==> src/rtl/serrx_pkg.sv <==
package serrx_pkg;

  typedef struct packed {
    logic clearFrame;
    logic loadHalf;
    logic loadFull;
    logic shiftData;
    logic takePar;
    logic takeStop;
  } rxStrobe_t;

  typedef enum logic [2:0] {
    S_IDLE,
    S_START,
    S_DATA,
    S_PAR,
    S_STOP,
    S_REPORT
  } rxState_t;

endpackage

==> src/rtl/serrx_dp.sv <==
module serrx_dp
  import serrx_pkg::*;
#(
  parameter int BAUD_W      = 16,
  parameter int DATA_W      = 8,
  parameter int SYNC_STAGES = 2
) (
  input  logic              clk,
  input  logic              rstN,
  input  logic              serIn,
  input  logic [BAUD_W-1:0] baudDiv,
  input  logic              wideData,
  input  logic              parityOdd,
  input  rxStrobe_t         strb,
  output logic              tick,
  output logic              lineNow,
  output logic              startEdge,
  output logic              parBad,
  output logic              stopBad,
  output logic [DATA_W-1:0] rxData
);

  localparam int CNT_W = BAUD_W + 1;

  logic [SYNC_STAGES-1:0] syncQ;
  logic                   linePrev;
  logic [CNT_W-1:0]       fullLen;
  logic [CNT_W-1:0]       halfLen;
  logic [CNT_W-1:0]       timer;
  logic [DATA_W-1:0]      shReg;
  logic                   parAcc;

  // synchronizer chain, resets to the idle level
  generate
    if (SYNC_STAGES == 1) begin : g_sync1
      always_ff @(posedge clk or negedge rstN) begin
        if (!rstN) syncQ <= '1;
        else       syncQ <= serIn;
      end
    end else begin : g_syncN
      always_ff @(posedge clk or negedge rstN) begin
        if (!rstN) syncQ <= '1;
        else       syncQ <= {syncQ[SYNC_STAGES-2:0], serIn};
      end
    end
  endgenerate

  assign lineNow = syncQ[SYNC_STAGES-1];

  always_ff @(posedge clk or negedge rstN) begin
    if (!rstN) linePrev <= 1'b1;
    else       linePrev <= lineNow;
  end

  assign startEdge = linePrev & ~lineNow;

  // bit timer
  always_comb begin
    fullLen = {1'b0, baudDiv} + CNT_W'(1);
    halfLen = fullLen >> 1;
    if (halfLen == '0) halfLen = CNT_W'(1);
  end

  always_ff @(posedge clk or negedge rstN) begin
    if (!rstN)               timer <= '0;
    else if (strb.loadHalf)  timer <= halfLen;
    else if (strb.loadFull)  timer <= fullLen;
    else if (timer != '0)    timer <= timer - CNT_W'(1);
  end

  assign tick = (timer == CNT_W'(1));

  // data, parity and stop capture
  always_ff @(posedge clk or negedge rstN) begin
    if (!rstN) begin
      shReg   <= '0;
      parAcc  <= 1'b0;
      stopBad <= 1'b0;
    end else if (strb.clearFrame) begin
      shReg   <= '0;
      parAcc  <= 1'b0;
      stopBad <= 1'b0;
    end else begin
      if (strb.shiftData) begin
        shReg  <= {lineNow, shReg[DATA_W-1:1]};
        parAcc <= parAcc ^ lineNow;
      end
      if (strb.takePar)               parAcc  <= parAcc ^ lineNow;
      if (strb.takeStop && !lineNow)  stopBad <= 1'b1;
    end
  end

  assign parBad = parAcc ^ parityOdd;
  assign rxData = wideData ? shReg : {1'b0, shReg[DATA_W-1:1]};

  // control may only sample on a timer expiry
  p_sample_on_tick_r11: assert property (@(posedge clk) disable iff (!rstN)
    (strb.shiftData || strb.takePar || strb.takeStop) |-> tick);

  // a reload always follows a full-period sample of data
  p_reload_after_data_r11: assert property (@(posedge clk) disable iff (!rstN)
    strb.shiftData |=> (timer != '0));

endmodule

==> src/rtl/serrx_ctrl.sv <==
module serrx_ctrl
  import serrx_pkg::*;
#(
  parameter int DATA_W = 8
) (
  input  logic      clk,
  input  logic      rstN,
  input  logic      runEn,
  input  logic      wideData,
  input  logic      parityOn,
  input  logic      twoStop,
  input  logic      tick,
  input  logic      lineNow,
  input  logic      startEdge,
  input  logic      parBad,
  input  logic      stopBad,
  output rxStrobe_t strb,
  output logic      rxReady,
  output logic      parityErr,
  output logic      frameErr
);

  localparam int IDX_W = $clog2(DATA_W);

  rxState_t         state, stateNext;
  logic [IDX_W-1:0] bitIdx, bitIdxNext;
  logic             stopIdx, stopIdxNext;
  logic [IDX_W-1:0] lastBit;

  assign lastBit = wideData ? IDX_W'(DATA_W - 1) : IDX_W'(DATA_W - 2);

  always_comb begin
    strb        = '0;
    stateNext   = state;
    bitIdxNext  = bitIdx;
    stopIdxNext = stopIdx;
    if (!runEn) begin
      stateNext = S_IDLE;
    end else begin
      case (state)
        S_IDLE: if (startEdge) begin
          strb.clearFrame = 1'b1;
          strb.loadHalf   = 1'b1;
          stateNext       = S_START;
        end
        S_START: if (tick) begin
          if (!lineNow) begin
            strb.loadFull = 1'b1;
            bitIdxNext    = '0;
            stateNext     = S_DATA;
          end else begin
            stateNext     = S_IDLE;
          end
        end
        S_DATA: if (tick) begin
          strb.shiftData = 1'b1;
          strb.loadFull  = 1'b1;
          if (bitIdx == lastBit) begin
            stopIdxNext = 1'b0;
            stateNext   = parityOn ? S_PAR : S_STOP;
          end else begin
            bitIdxNext  = bitIdx + IDX_W'(1);
          end
        end
        S_PAR: if (tick) begin
          strb.takePar  = 1'b1;
          strb.loadFull = 1'b1;
          stopIdxNext   = 1'b0;
          stateNext     = S_STOP;
        end
        S_STOP: if (tick) begin
          strb.takeStop = 1'b1;
          if (twoStop && !stopIdx) begin
            strb.loadFull = 1'b1;
            stopIdxNext   = 1'b1;
          end else begin
            stateNext     = S_REPORT;
          end
        end
        S_REPORT: stateNext = S_IDLE;
        default:  stateNext = S_IDLE;
      endcase
    end
  end

  always_ff @(posedge clk or negedge rstN) begin
    if (!rstN) begin
      state   <= S_IDLE;
      bitIdx  <= '0;
      stopIdx <= 1'b0;
    end else begin
      state   <= stateNext;
      bitIdx  <= bitIdxNext;
      stopIdx <= stopIdxNext;
    end
  end

  // event classification: framing beats parity
  always_ff @(posedge clk or negedge rstN) begin
    if (!rstN) begin
      rxReady   <= 1'b0;
      parityErr <= 1'b0;
      frameErr  <= 1'b0;
    end else begin
      rxReady   <= 1'b0;
      parityErr <= 1'b0;
      frameErr  <= 1'b0;
      if (runEn && state == S_REPORT) begin
        if (stopBad)                frameErr  <= 1'b1;
        else if (parityOn && parBad) parityErr <= 1'b1;
        else                        rxReady   <= 1'b1;
      end
    end
  end

  p_one_event_r10: assert property (@(posedge clk) disable iff (!rstN)
    $countones({rxReady, parityErr, frameErr}) <= 1);

  p_ready_pulse_r10: assert property (@(posedge clk) disable iff (!rstN)
    rxReady |=> !rxReady);

  p_err_pulse_r10: assert property (@(posedge clk) disable iff (!rstN)
    (parityErr || frameErr) |=> !(parityErr || frameErr));

  p_no_parity_off_r5: assert property (@(posedge clk) disable iff (!rstN)
    parityErr |-> $past(parityOn));

  p_off_quiet_r9: assert property (@(posedge clk) disable iff (!rstN)
    !runEn |=> !(rxReady || parityErr || frameErr));

endmodule

==> src/rtl/serrx_top.sv <==
module serrx_top
  import serrx_pkg::*;
#(
  parameter int BAUD_W      = 16,
  parameter int DATA_W      = 8,
  parameter int SYNC_STAGES = 2
) (
  input  logic              clk,
  input  logic              rstN,
  input  logic              runEn,
  input  logic [BAUD_W-1:0] baudDiv,
  input  logic              wideData,
  input  logic              parityOn,
  input  logic              parityOdd,
  input  logic              twoStop,
  input  logic              serIn,
  output logic [DATA_W-1:0] rxData,
  output logic              rxReady,
  output logic              parityErr,
  output logic              frameErr
);

  rxStrobe_t strb;
  logic      tick, lineNow, startEdge, parBad, stopBad;

  serrx_dp #(
    .BAUD_W(BAUD_W), .DATA_W(DATA_W), .SYNC_STAGES(SYNC_STAGES)
  ) u_dp (
    .clk(clk), .rstN(rstN), .serIn(serIn), .baudDiv(baudDiv),
    .wideData(wideData), .parityOdd(parityOdd), .strb(strb),
    .tick(tick), .lineNow(lineNow), .startEdge(startEdge),
    .parBad(parBad), .stopBad(stopBad), .rxData(rxData)
  );

  serrx_ctrl #(
    .DATA_W(DATA_W)
  ) u_ctrl (
    .clk(clk), .rstN(rstN), .runEn(runEn), .wideData(wideData),
    .parityOn(parityOn), .twoStop(twoStop), .tick(tick),
    .lineNow(lineNow), .startEdge(startEdge), .parBad(parBad),
    .stopBad(stopBad), .strb(strb), .rxReady(rxReady),
    .parityErr(parityErr), .frameErr(frameErr)
  );

endmodule

==> config.mk <==
export PLATFORM = sky130hd
export DESIGN_NAME = serrx_top
export DESIGN_NICKNAME = d
export VERILOG_FILES = /design/src/rtl/serrx_pkg.sv /design/src/rtl/serrx_dp.sv /design/src/rtl/serrx_ctrl.sv /design/src/rtl/serrx_top.sv
export SDC_FILE = /design/constraint.sdc
export NUM_CORES = 1
export LEC_CHECK = 0
export CAP_MARGIN = 20
export CORE_MARGIN = 4
export CORE_UTILIZATION = 25
export CTS_CLUSTER_DIAMETER = 60
export DETAILED_ROUTE_END_ITERATION = 7
export SLEW_MARGIN = 20
export SYNTH_ARGS = -nofsm -noshare
export SYNTH_HDL_FRONTEND = slang
export SYNTH_SLANG_ARGS = --single-unit
==> constraint.sdc <==
create_clock -name clk -period 6.2 [get_ports clk]
set_input_delay 1.55 -clock clk [delete_from_list [all_inputs] [get_ports clk]]
set_output_delay 1.55 -clock clk [all_outputs]
set_load 0.05 [all_outputs]
==> run summary <==
Ratio of total power to cell area: 291 nW/µm². The top-area cell type share of the netlist area is 0.325. The worst register-to-register path begins at u_dp.timer[5]$_DFFE_PN0P_.

The adder and majority cell fraction of the synthesized area was 0.0220. Clock skew on the completed layout was measured at 7.04 ps. The tools report the final-report max-slew violation count as 0. In this run the most critical hold path is launched from u_dp.syncQ[0]$_DFF_PN1_. The fill cell total of the finished layout is 1,161, and the total negative setup slack is 0 ps. The tools report the highest clock frequency the design can meet as 204 MHz. The congestion estimate from routability-driven global placement came to 0.874.

After clock tree synthesis, the clock-pin slew on the worst setup and hold paths is 60 ps. The number of diodes added for antenna fixing was 0. Share of async-settable or async-resettable flops after synthesis: 1.00. The fraction of met3 tracks used by global routing was 0.0238; the wire length of the first global-routing pass was 11,300 µm.

The logs give 0.138 for the met1 usage and 0 for the number of hold-repair buffers added at the cts stage. The floorplan step defined a die boundary enclosing 13,200 µm². The part of the cycle the worst path needs works out to 0.789. The final-report hold violation count was 0. Clock share of power: 0.259.

The count of input and output buffers was 34. The later pin in the worst-skew pair is clocked with a latency of 280 ps. The final route contains 2,456 vias. The height of the die is 115 µm.

Largest family of logic cells by synthesized area: simple AND/OR/NAND/NOR gates. The net count of the finished layout is 387. Once detailed placement completed, the half-perimeter wirelength came to 4860 µm. The commonest register cell after synthesis was sky130_fd_sc_hd__dfrtp_1.

The logs give 0.104 for the overall track demand over capacity in global routing and 0 for the buffer count from post-CTS setup fixing. The worst register-to-register path has a depth of 6. The number of gates given a new drive strength after cts is 0, and the post-synthesis sequential area ratio is 0.353. The area share of and/or/nand/nor cells after synthesis was 0.277.

Among all stages on the critical path, the largest delay is contributed by sky130_fd_sc_hd__clkdlybuf4s50_1. The layout overhead on the synthesized area was 20.3%. The sequential share of power was 0.390; the slew at the pin closest to its max-slew limit was 918 ps. STA puts the critical path data required time at 4650 ps.

In this run the most used layer during global routing was met2. For the static leakage power, the log shows 1.35 nW. The logs give 5 for the clock buffer count from CTS and 0.388 for the remaining max-slew budget at the tightest pin. The pin count of the biggest net entering global routing is 41, and the stage delay of the slowest cell on the critical path is 700 ps. The count of mapped cells out of synthesis was 331; the worst ir drop on vdd was 0.130 mV. The logs give 0.351 for the combinational group share of total power and 0.170 for the met2 routing resource usage after global routing. Count of flip-flops with a built-in enable after synthesis: 0. The final number of setup-violating endpoints came out at 0. The average via count per standard cell came out at 4.92. Counting instances in the post-synthesis netlist gives the leading cell types as sky130_fd_sc_hd__nand2_1, sky130_fd_sc_hd__dfrtp_1, sky130_fd_sc_hd__nand3_1. The via count of the first global-routing pass is 2,415. The path class of the tightest hold or removal check is reg -> reg. In the final routed layout, each cell accounts on average for 13.4 µm. TritonCTS built the clock tree. Launch point of the worst path: wideData.

Kind of end point of the critical path: a primary output. The critical path in this run is classified as in -> out. The tools report the starting utilization of the core area as 0.259. The detailed router finished its first iteration with 138 violations.

For the worst setup path, the data arrival time is 3340 ps. The worst setup path is launched from a primary input. Post-route cell area: 3420 µm².

For the number of optimization iterations in the first detailed-route pass, the log shows 6. The signal on the critical path passes through clkdlybuf4s50_1, mux2_2, clkdlybuf4s50_1. The unique cell type count in the Yosys netlist is 56, and the width of the chip is 115 µm. The net switching power came out at 355 µW. The detail route stage leaves a number of antenna-violating nets equal to 0. The average instance area after synthesis came out at 8.60 µm².

Share of post-route cells with drive strength above 1: 0.0891. The clock drives 40 sinks. When the netlist entered floorplanning its net count stood at 360. The floorplan has 38 rows. The total DRC errors in the routed layout came out at 0. The mux cell area share after synthesis is 0.0598, and the overall overflow remaining after global route is 0.

In this run, synthesis produced a sequential element count of 40. In this run the count of I/O pins placed on the die edge is 35. Among the stages of the critical path, the cell type that occurs most often is sky130_fd_sc_hd__clkdlybuf4s50_1.

The run gives 642 µW as the internal power component. The instance area after placement came out at 3270 µm². In this run the clock root is driven by a sky130_fd_sc_hd__clkbuf_16.

Among all cell types in the netlist, the one instantiated most often is sky130_fd_sc_hd__nand2_1. Area fraction in compound gates after synthesis: 0.153. The post-synthesis xor/xnor area fraction was 0.0985; the number of max-cap violations was 0. The tools report the depth of the CTS H-tree as 2.

Ranked by total cell area, the synthesized netlist is headed by sky130_fd_sc_hd__dfrtp_1, sky130_fd_sc_hd__xor2_1, sky130_fd_sc_hd__nand2_1. The largest fanout on the critical path was 9. Setup repair after global routing left no endpoint under its margin.

The worst hold path passes through 0 cells. The initial antenna violation count was 0. For the finished layout, the period the worst path requires is 4890 ps.

The floorplan step defined a core boundary enclosing 11,000 µm². sky130_fd_sc_hd__dfrtp_1 takes more of the synthesized area than any other cell. The final layout contains routed wiring with a total length of 6710 µm.

The proportion of total power due to net switching is 0.356. The run finished with clean final reports. Largest buffer count on any clock path: 2. The count of synthesis-stage warnings from yosys was 0; the netlist area before placement was 2850 µm².
[cell type report]
cell class,instances,area [µm²],area share
multi-input cells,271,1740,0.507
flip-flops and latches,40,1000,0.293
repair buffers,34,335,0.0980
well taps,140,175,0.0512
clock buffers,6,139,0.0406
inverters,6,22.5,0.00658
clock inverters,2,10.0,0.00292
[metal layers]
| metal | vias to the layer above | wire [µm] |
|---|---|---|
| met5 | - | 0 |
| met4 | 0 | 72 |
| met3 | 5 | 271 |
| met2 | 43 | 3080 |
| met1 | 1157 | 3280 |
| li1 | 1251 | - |
[worst max-delay path, delay by kind of cell]
family                 cells  cell delay, ps
buffers and inverters      2            1400
multiplexers               1             380
[flip-flops by register name, indices dropped and copies added (netlist names)]
signal,flops
u_dp.stopBad,1
u_dp.shReg,8
u_dp.syncQ,2
u_ctrl.parityErr,1
u_ctrl.frameErr,1
u_ctrl.stopIdx,1
u_ctrl.bitIdx,3
u_ctrl.state,3
u_dp.timer,17
u_dp.parAcc,1
u_ctrl.rxReady,1
u_dp.linePrev,1
[metrics by stage]
stage | hold WS (ps) | std cells | setup WS (ps) | util | total power [mW]
global route | 358 | 499 | 1250 | 0.312 | 1.07
CTS | 356 | 499 | 1290 | 0.312 | 1.01
global placement | 347 | 491 | 1320 | 0.298 | 0.731
finish | 355 | 499 | 1310 | 0.312 | 0.998
floorplan | 345 | 331 | 2310 | - | 0.652
detailed placement | 347 | 491 | 1300 | 0.298 | 0.741
[power groups by stage]
stage | combinational, mW | sequential [mW] | clock, mW
floorplan | 0.283 | 0.369 | 0
global placement | 0.342 | 0.390 | 0
detailed placement | 0.349 | 0.392 | 0
CTS | 0.352 | 0.388 | 0.266
global route | 0.393 | 0.398 | 0.277
finish | 0.350 | 0.389 | 0.259
[cell usage in the layout (no fill, tap or decap), drive strengths merged, types with 5 or more instances in the layout]
master         instances
nand2                 38
dfrtp                 37
clkdlybuf4s50         33
nand3                 28
o21ai                 23
nor2                  21
xor2                  17
xnor2                 15
a21oi                 14
nor3                  12
mux2                  10
o22ai                  8
nor4                   8
and3                   7
nand2b                 7
inv                    6
nor2b                  6
clkbuf                 6
nand3b                 5
mux2i                  5
ha                     5
[final timing paths]
path	endpoint	slack, ps
min	u_dp.syncQ[1]$_DFF_PN1_	350
max in group asynchronous	u_dp.timer[10]$_DFFE_PN0P_	4240
max reg2reg	u_dp.shReg[4]$_DFFE_PN0P_	3360
min reg2reg	u_dp.syncQ[1]$_DFF_PN1_	350
min in group asynchronous	u_ctrl.parityErr$_DFF_PN0_	1390
max	rxData[0]	1310
[cells by family (layout without fill, tap and decap cells)]
logic type               count (synthesis)  in the layout
AND/OR/NAND/NOR                        150            150
AO/OA/AOI/OAI                           69             69
flip-flops                              40             40
XOR/XNOR                                32             32
buffers and inverters                   20             48
multiplexers                            15             15
adder cells (fa/ha/maj)                  5              5
Power figures use the tool's default switching activity.
